<file path="config.mk">
export PLATFORM = sky130hd
export DESIGN_NAME = ps_cfg_master
export DESIGN_NICKNAME = d
export VERILOG_FILES = /design/src/rtl/ps_cfg_master.sv
export SDC_FILE = /design/constraint.sdc
export NUM_CORES = 1
export LEC_CHECK = 0
export BUFFER_PORTS_ARGS = -buffer_cell sky130_fd_sc_hd__buf_2
export CORE_MARGIN = 2
export CORE_UTILIZATION = 65
export CTS_CLUSTER_DIAMETER = 60
export DETAILED_ROUTE_END_ITERATION = 8
export GPL_TIMING_DRIVEN = 0
export PLACE_DENSITY = 0.95
export RECOVER_POWER = 50
export SLEW_MARGIN = 20
export SYNTH_ARGS = -nofsm -noshare
export SYNTH_HDL_FRONTEND = slang
export SYNTH_SLANG_ARGS = --single-unit
</file>
<file path="constraint.sdc">
create_clock -name clk -period 4 [get_ports clk]
set_input_delay 0.4 -clock clk [delete_from_list [all_inputs] [get_ports clk]]
set_output_delay 0.4 -clock clk [all_outputs]
set_load 0.03 [all_outputs]
</file>
<file path="src/rtl/ps_cfg_master.sv">
`timescale 1ns/1ps
module ps_cfg_master #(
  parameter int CLK_MHZ     = 100,
  parameter int RST_US      = 2,
  parameter int ST_MIN_US   = 268,
  parameter int ST_MAX_US   = 1506,
  parameter int ST2CK_US    = 2,
  parameter int HALF_CYCLES = 2,
  parameter bit HAS_DONE    = 1'b1
) (
  input  logic       clk,
  input  logic       rst_n,
  input  logic       start_i,
  input  logic       partial_i,
  input  logic [7:0] s_data_i,
  input  logic       s_valid_i,
  input  logic       s_last_i,
  input  logic       lsb_first_i,
  output logic       s_ready_o,
  output logic       cfg_n_o,
  input  logic       status_n_i,
  input  logic       done_i,
  output logic       dclk_o,
  output logic       data_o,
  output logic       busy_o,
  output logic       done_o,
  output logic [2:0] err_o
);
  localparam int RSP_CYC = (600 * CLK_MHZ + 999) / 1000;
  localparam int RST_RAW = RST_US * CLK_MHZ;
  localparam int RST_CYC = (RST_RAW > RSP_CYC) ? RST_RAW : RSP_CYC;
  localparam int MIN_CYC = ST_MIN_US * CLK_MHZ;
  localparam int MAX_CYC = ST_MAX_US * CLK_MHZ;
  localparam int GAP_RAW = ST2CK_US * CLK_MHZ;
  localparam int GAP_CYC = (GAP_RAW < 1) ? 1 : GAP_RAW;
  localparam int CW = $clog2(MAX_CYC + RST_CYC + GAP_CYC + 2);
  localparam int HW = $clog2(HALF_CYCLES + 1);
  localparam logic [CW-1:0] RST_M1 = CW'(RST_CYC - 1);
  localparam logic [CW-1:0] MIN_C  = CW'(MIN_CYC);
  localparam logic [CW-1:0] MAX_C  = CW'(MAX_CYC);
  localparam logic [CW-1:0] GAP_M1 = CW'(GAP_CYC - 1);
  localparam logic [HW-1:0] HALF_M1 = HW'(HALF_CYCLES - 1);

  localparam logic [2:0] E_NONE = 3'd0, E_PART = 3'd1, E_NORST = 3'd2,
                         E_NRDY = 3'd3, E_CFG  = 3'd4, E_DONE  = 3'd5;

  typedef enum logic [3:0] {
    S_IDLE, S_RST, S_WAIT, S_GAP, S_LOAD, S_SHIFT, S_CHECK, S_DONE, S_ERR
  } st_t;

  st_t           st;
  logic [CW-1:0] cnt;
  logic [HW-1:0] hcnt;
  logic [2:0]    bitn;
  logic [7:0]    sh;
  logic [7:0]    ord;
  logic          last_q, tail_q;

  always_comb begin
    for (int i = 0; i < 8; i++)
      ord[i] = lsb_first_i ? s_data_i[i] : s_data_i[7-i];
  end

  assign busy_o    = !(st == S_IDLE || st == S_DONE || st == S_ERR);
  assign done_o    = (st == S_DONE);
  assign s_ready_o = (st == S_LOAD);

  always_ff @(posedge clk or negedge rst_n) begin
    if (!rst_n) begin
      st      <= S_IDLE;
      cfg_n_o <= 1'b1;
      dclk_o  <= 1'b0;
      data_o  <= 1'b0;
      err_o   <= E_NONE;
      cnt     <= '0;
      hcnt    <= '0;
      bitn    <= '0;
      sh      <= '0;
      last_q  <= 1'b0;
      tail_q  <= 1'b0;
    end else begin
      case (st)
        S_IDLE, S_DONE, S_ERR: begin
          if (start_i) begin
            if (partial_i) begin
              err_o <= E_PART;
              st    <= S_ERR;
            end else begin
              err_o   <= E_NONE;
              cfg_n_o <= 1'b0;
              cnt     <= RST_M1;
              st      <= S_RST;
            end
          end
        end
        S_RST: begin
          if (cnt != '0) cnt <= cnt - 1'b1;
          else begin
            cfg_n_o <= 1'b1;
            cnt     <= '0;
            if (status_n_i) begin
              err_o <= E_NORST;
              st    <= S_ERR;
            end else st <= S_WAIT;
          end
        end
        S_WAIT: begin
          if (status_n_i && cnt >= MIN_C) begin
            cnt <= GAP_M1;
            st  <= S_GAP;
          end else if (cnt >= MAX_C) begin
            err_o <= E_NRDY;
            st    <= S_ERR;
          end else cnt <= cnt + 1'b1;
        end
        S_GAP: begin
          if (cnt != '0) cnt <= cnt - 1'b1;
          else st <= S_LOAD;
        end
        S_LOAD: begin
          if (s_valid_i) begin
            sh     <= ord;
            data_o <= ord[0];
            last_q <= s_last_i;
            tail_q <= 1'b0;
            bitn   <= '0;
            hcnt   <= HALF_M1;
            st     <= S_SHIFT;
          end
        end
        S_SHIFT: begin
          if (hcnt != '0) hcnt <= hcnt - 1'b1;
          else begin
            hcnt <= HALF_M1;
            if (!dclk_o) dclk_o <= 1'b1;
            else begin
              dclk_o <= 1'b0;
              if (bitn == 3'd7) begin
                if (tail_q)      st <= S_DONE;
                else if (last_q) st <= S_CHECK;
                else             st <= S_LOAD;
              end else begin
                bitn   <= bitn + 1'b1;
                sh     <= sh >> 1;
                data_o <= sh[1];
              end
            end
          end
        end
        S_CHECK: begin
          if (!status_n_i) begin
            err_o <= E_CFG;
            st    <= S_ERR;
          end else if (HAS_DONE && !done_i) begin
            err_o <= E_DONE;
            st    <= S_ERR;
          end else begin
            sh     <= '0;
            data_o <= 1'b0;
            bitn   <= '0;
            hcnt   <= HALF_M1;
            tail_q <= 1'b1;
            st     <= S_SHIFT;
          end
        end
        default: st <= S_IDLE;
      endcase
    end
  end
endmodule

</file>
==> flow_metrics.env <==
export IMPL_gp_congestion=0.987
export IMPL_drive_gt1_share_pct=16.9
export IMPL_fin_crit_sh_pct=67.3
export IMPL_async_reset_ff_share_pct=100
export IMPL_power_density_nw_per_um2=674
export IMPL_status="finished, final reports clean"
export IMPL_setup_viol=0
export IMPL_route_vias_total=3303
export IMPL_reg2regPathDepth=10
export IMPL_antenna_found_initial=0
export IMPL_p_leak_nw=1.43
export IMPL_post_place_ws_ns=1.40
export IMPL_dieArea_um2=5560
export IMPL_cp_depth=10
export IMPL_core_area_um2=4750
export IMPL_path_max_fanout=10
export IMPL_path_cells="inv_1, ha_1, nor3b_4, nand4_4, o31ai_1, buf_4, buf_6, a21oi_1, o21ai_0, o21ai_0"
export IMPL_finalNetCount=445
export IMPL_port_buffers=24
export IMPL_cp_start_kind="flip-flop"
export IMPL_crit_type="reg2reg"
export IMPL_synth_top_area_cell="dfrtp_1"
export IMPL_max_vdd_ir_drop_mv=0.373
export IMPL_numClockSinks=42
export IMPL_worstHoldPathType="in2async"
export IMPL_synth_edff_count=0
export IMPL_clk_latency_ns=0.31
export IMPL_fin_worst_skew_ns=0.0154
export IMPL_endpoint_kind="flip-flop"
export IMPL_fin_util_pct=74.3
export IMPL_cts_buffer_depth=2
export IMPL_drv_slew=0
export IMPL_max_cap_viol_count=0
export IMPL_worstPathArrival_ns=2.87
export IMPL_gr_total_overflow=0
export IMPL_cts_resized=0
export IMPL_die_w_um=74.6
export IMPL_fp_dieH_um=74.6
export IMPL_synth_ff_type="dfrtp_1"
export IMPL_wl_um=8760
export IMPL_crit_slowest_cell="dfrtp_1"
export IMPL_synth_cells=392
export IMPL_cts_setup_buffers=0
export IMPL_avgSynthCellArea_um2=8.26
export IMPL_seq_area_um2=1050
export IMPL_worst_path_largest_cell_delay_ns=0.44
export IMPL_grt_use_total_pct=33.5
export IMPL_netlist_cell_type_count=69
export IMPL_synth_seq_cells=42
export IMPL_cts_hold_fix_buffers=0
export IMPL_cts_buffers_inserted=5
export IMPL_viasPerCell=6.71
export IMPL_netlist_area_leader_share_pct=31.7
export IMPL_cp_required_ns=4.18
export IMPL_clockRootBuffer="clkbuf_8"
export IMPL_ys_warn_count=0
export IMPL_rsz0062_at_grt="no"
export IMPL_num_io_pins=26
export IMPL_start_util_pct=68.1
export IMPL_grt_max_degree=43
export IMPL_syn2layout_area_growth_pct=9.00
export IMPL_clk_pin_slew_ns=0.10
export IMPL_fp_row_count=25
export IMPL_antenna_left=0
export IMPL_drt_iter0_drc=334
export IMPL_fmax_mhz=372
export IMPL_multi_input_comb_area_um2=1960
export IMPL_drc=0
export IMPL_fill_cells=360
export IMPL_synthTopCellsByArea="dfrtp_1, o21ai_0, nand2_1"
export IMPL_period_needed_ns=2.69
export IMPL_cts_tree="built"
export IMPL_setup_slack_ns=1.31
export IMPL_htree_levels=2
export IMPL_dr_pass1_iters=5
export IMPL_slew_headroom_pct=18.0
export IMPL_cp_top_family="compound AO/OA/AOI/OAI gates"
export IMPL_hold_viol_final=0
export IMPL_fin_setup_tns_ns=0
export IMPL_synth_area_um2=3240
export IMPL_synth_seq_area_share_pct=32.5
export IMPL_synth_fp_nets=413
export IMPL_grt_pass1_vias=3038
export IMPL_wl_per_cell_um=17.8
export IMPL_cpMostUsedCell="o21ai_0"
export IMPL_critPathBufInv=3
export IMPL_whs_ns=0.321
export IMPL_grt_pass1_wl_um=14300
export IMPL_antenna_cells=0
export IMPL_place_hpwl_um=6260
export IMPL_worst_slew_pin_slew_ns=1.23
==> cell usage in the layout (no fill, tap or decap), types with 3 or more instances in the layout <==
cell | netlist | layout
dfrtp_1 | 41 | 41
mux2_2 | 6 | 6
o32ai_1 | 3 | 3
xor2_1 | 4 | 4
o21ai_0 | 30 | 30
a221oi_1 | 3 | 3
clkbuf_1 | 6 | 12
ha_1 | 4 | 4
nor3_1 | 18 | 18
o21ai_1 | 11 | 11
xnor2_1 | 5 | 5
a22o_1 | 4 | 4
or3_1 | 4 | 4
nand3_1 | 14 | 14
clkbuf_8 | 0 | 5
a31oi_1 | 7 | 7
buf_6 | 7 | 7
nor2b_1 | 5 | 5
a21oi_1 | 29 | 29
nor2_1 | 38 | 38
nand4_1 | 4 | 4
o22ai_1 | 8 | 8
and2_1 | 3 | 3
nor4_1 | 3 | 3
buf_2 | 12 | 31
mux2i_1 | 9 | 9
nand2b_1 | 4 | 4
o31ai_1 | 5 | 5
o21bai_1 | 3 | 3
inv_1 | 11 | 11
a22oi_1 | 4 | 4
nand2_1 | 39 | 39
==> cells by family after synthesis <==
kind of cell	count (synthesis)	share of synthesized area [%]
AO/OA/AOI/OAI	132	27.1
XOR/XNOR	9	2.43
adder cells (fa/ha/maj)	4	1.55
buffers and inverters	40	6.95
flip-flops	42	32.5
multiplexers	15	4.87
AND/OR/NAND/NOR	150	24.6
==> stage by stage <==
step	total power [mW]	instance area (µm²)	cells
6_report	2.38	3530	492
4_1_cts	2.35	3530	491
3_3_place_gp	2.03	3440	483
3_5_place_dp	2.06	3440	483
2_1_floorplan	1.72	3240	392
5_1_grt	2.53	3530	492
==> worst paths after layout <==
path                       endpoint     start  slack (ns)
min                          cnt[5]     rst_n        0.32
max in group asynchronous    last_q     rst_n        2.06
max reg2reg                  cnt[0]    cnt[0]        1.31
min reg2reg                   sh[4]     sh[4]        0.49
min in group clk             last_q  s_last_i        0.33
max                          cnt[0]    cnt[0]        1.31
==> flip-flops by register name, indices dropped and copies added (netlist names) <==
register / cells
last_q: 1
tail_q: 1
err_o: 3
cfg_n_o: 1
cnt: 18
hcnt: 2
dclk_o: 1
bitn: 3
sh: 8
st: 4
==> synthesized netlist by cell type, types with 3 or more instances <==
master and instances:
a22oi_1 4, nor2_1 38, mux2_2 6, xor2_1 4, nand2_1 39, nor4_1 3, and2_1 3, nand4_1 4
xnor2_1 5, mux2i_1 9, o22ai_1 8, clkbuf_1 6, o32ai_1 3, o21ai_1 11, o21ai_0 30, a31oi_1 7
or3_1 4, a221oi_1 3, buf_6 7, inv_1 11, nor3_1 18, ha_1 4, o31ai_1 5, o21bai_1 3
nand2b_1 4, buf_2 12, nand3_1 14, a21oi_1 29, a22o_1 4, nor2b_1 5, dfrtp_1 41
==> power by group <==
group / internal, mW / switching (mW)
clock network: 0.123 / 0.168
registers: 0.547 / 0.0913
logic: 0.524 / 0.925
total: 1.19 / 1.19
==> area by class of cell <==
cell class,count,area share (%)
Timing Repair Buffer,25,3.33
Tap cell,67,2.37
Clock inverter,3,0.602
Sequential cell,42,29.8
Clock buffer,5,1.95
Inverter,11,1.17
Buffer,29,5.21
Multi-Input combinational cell,310,55.6
==> routing by layer <==
layer | track usage, % | up-vias | wire [µm]
met3 | 7.86 | 26 | 776
met1 | 42.0 | 1539 | 3530
li1 | - | 1517 | -
met5 | 0 | - | 0
met4 | 11.9 | 0 | 218
met2 | 56.6 | 221 | 4240
(Power assumes the default switching activity.)
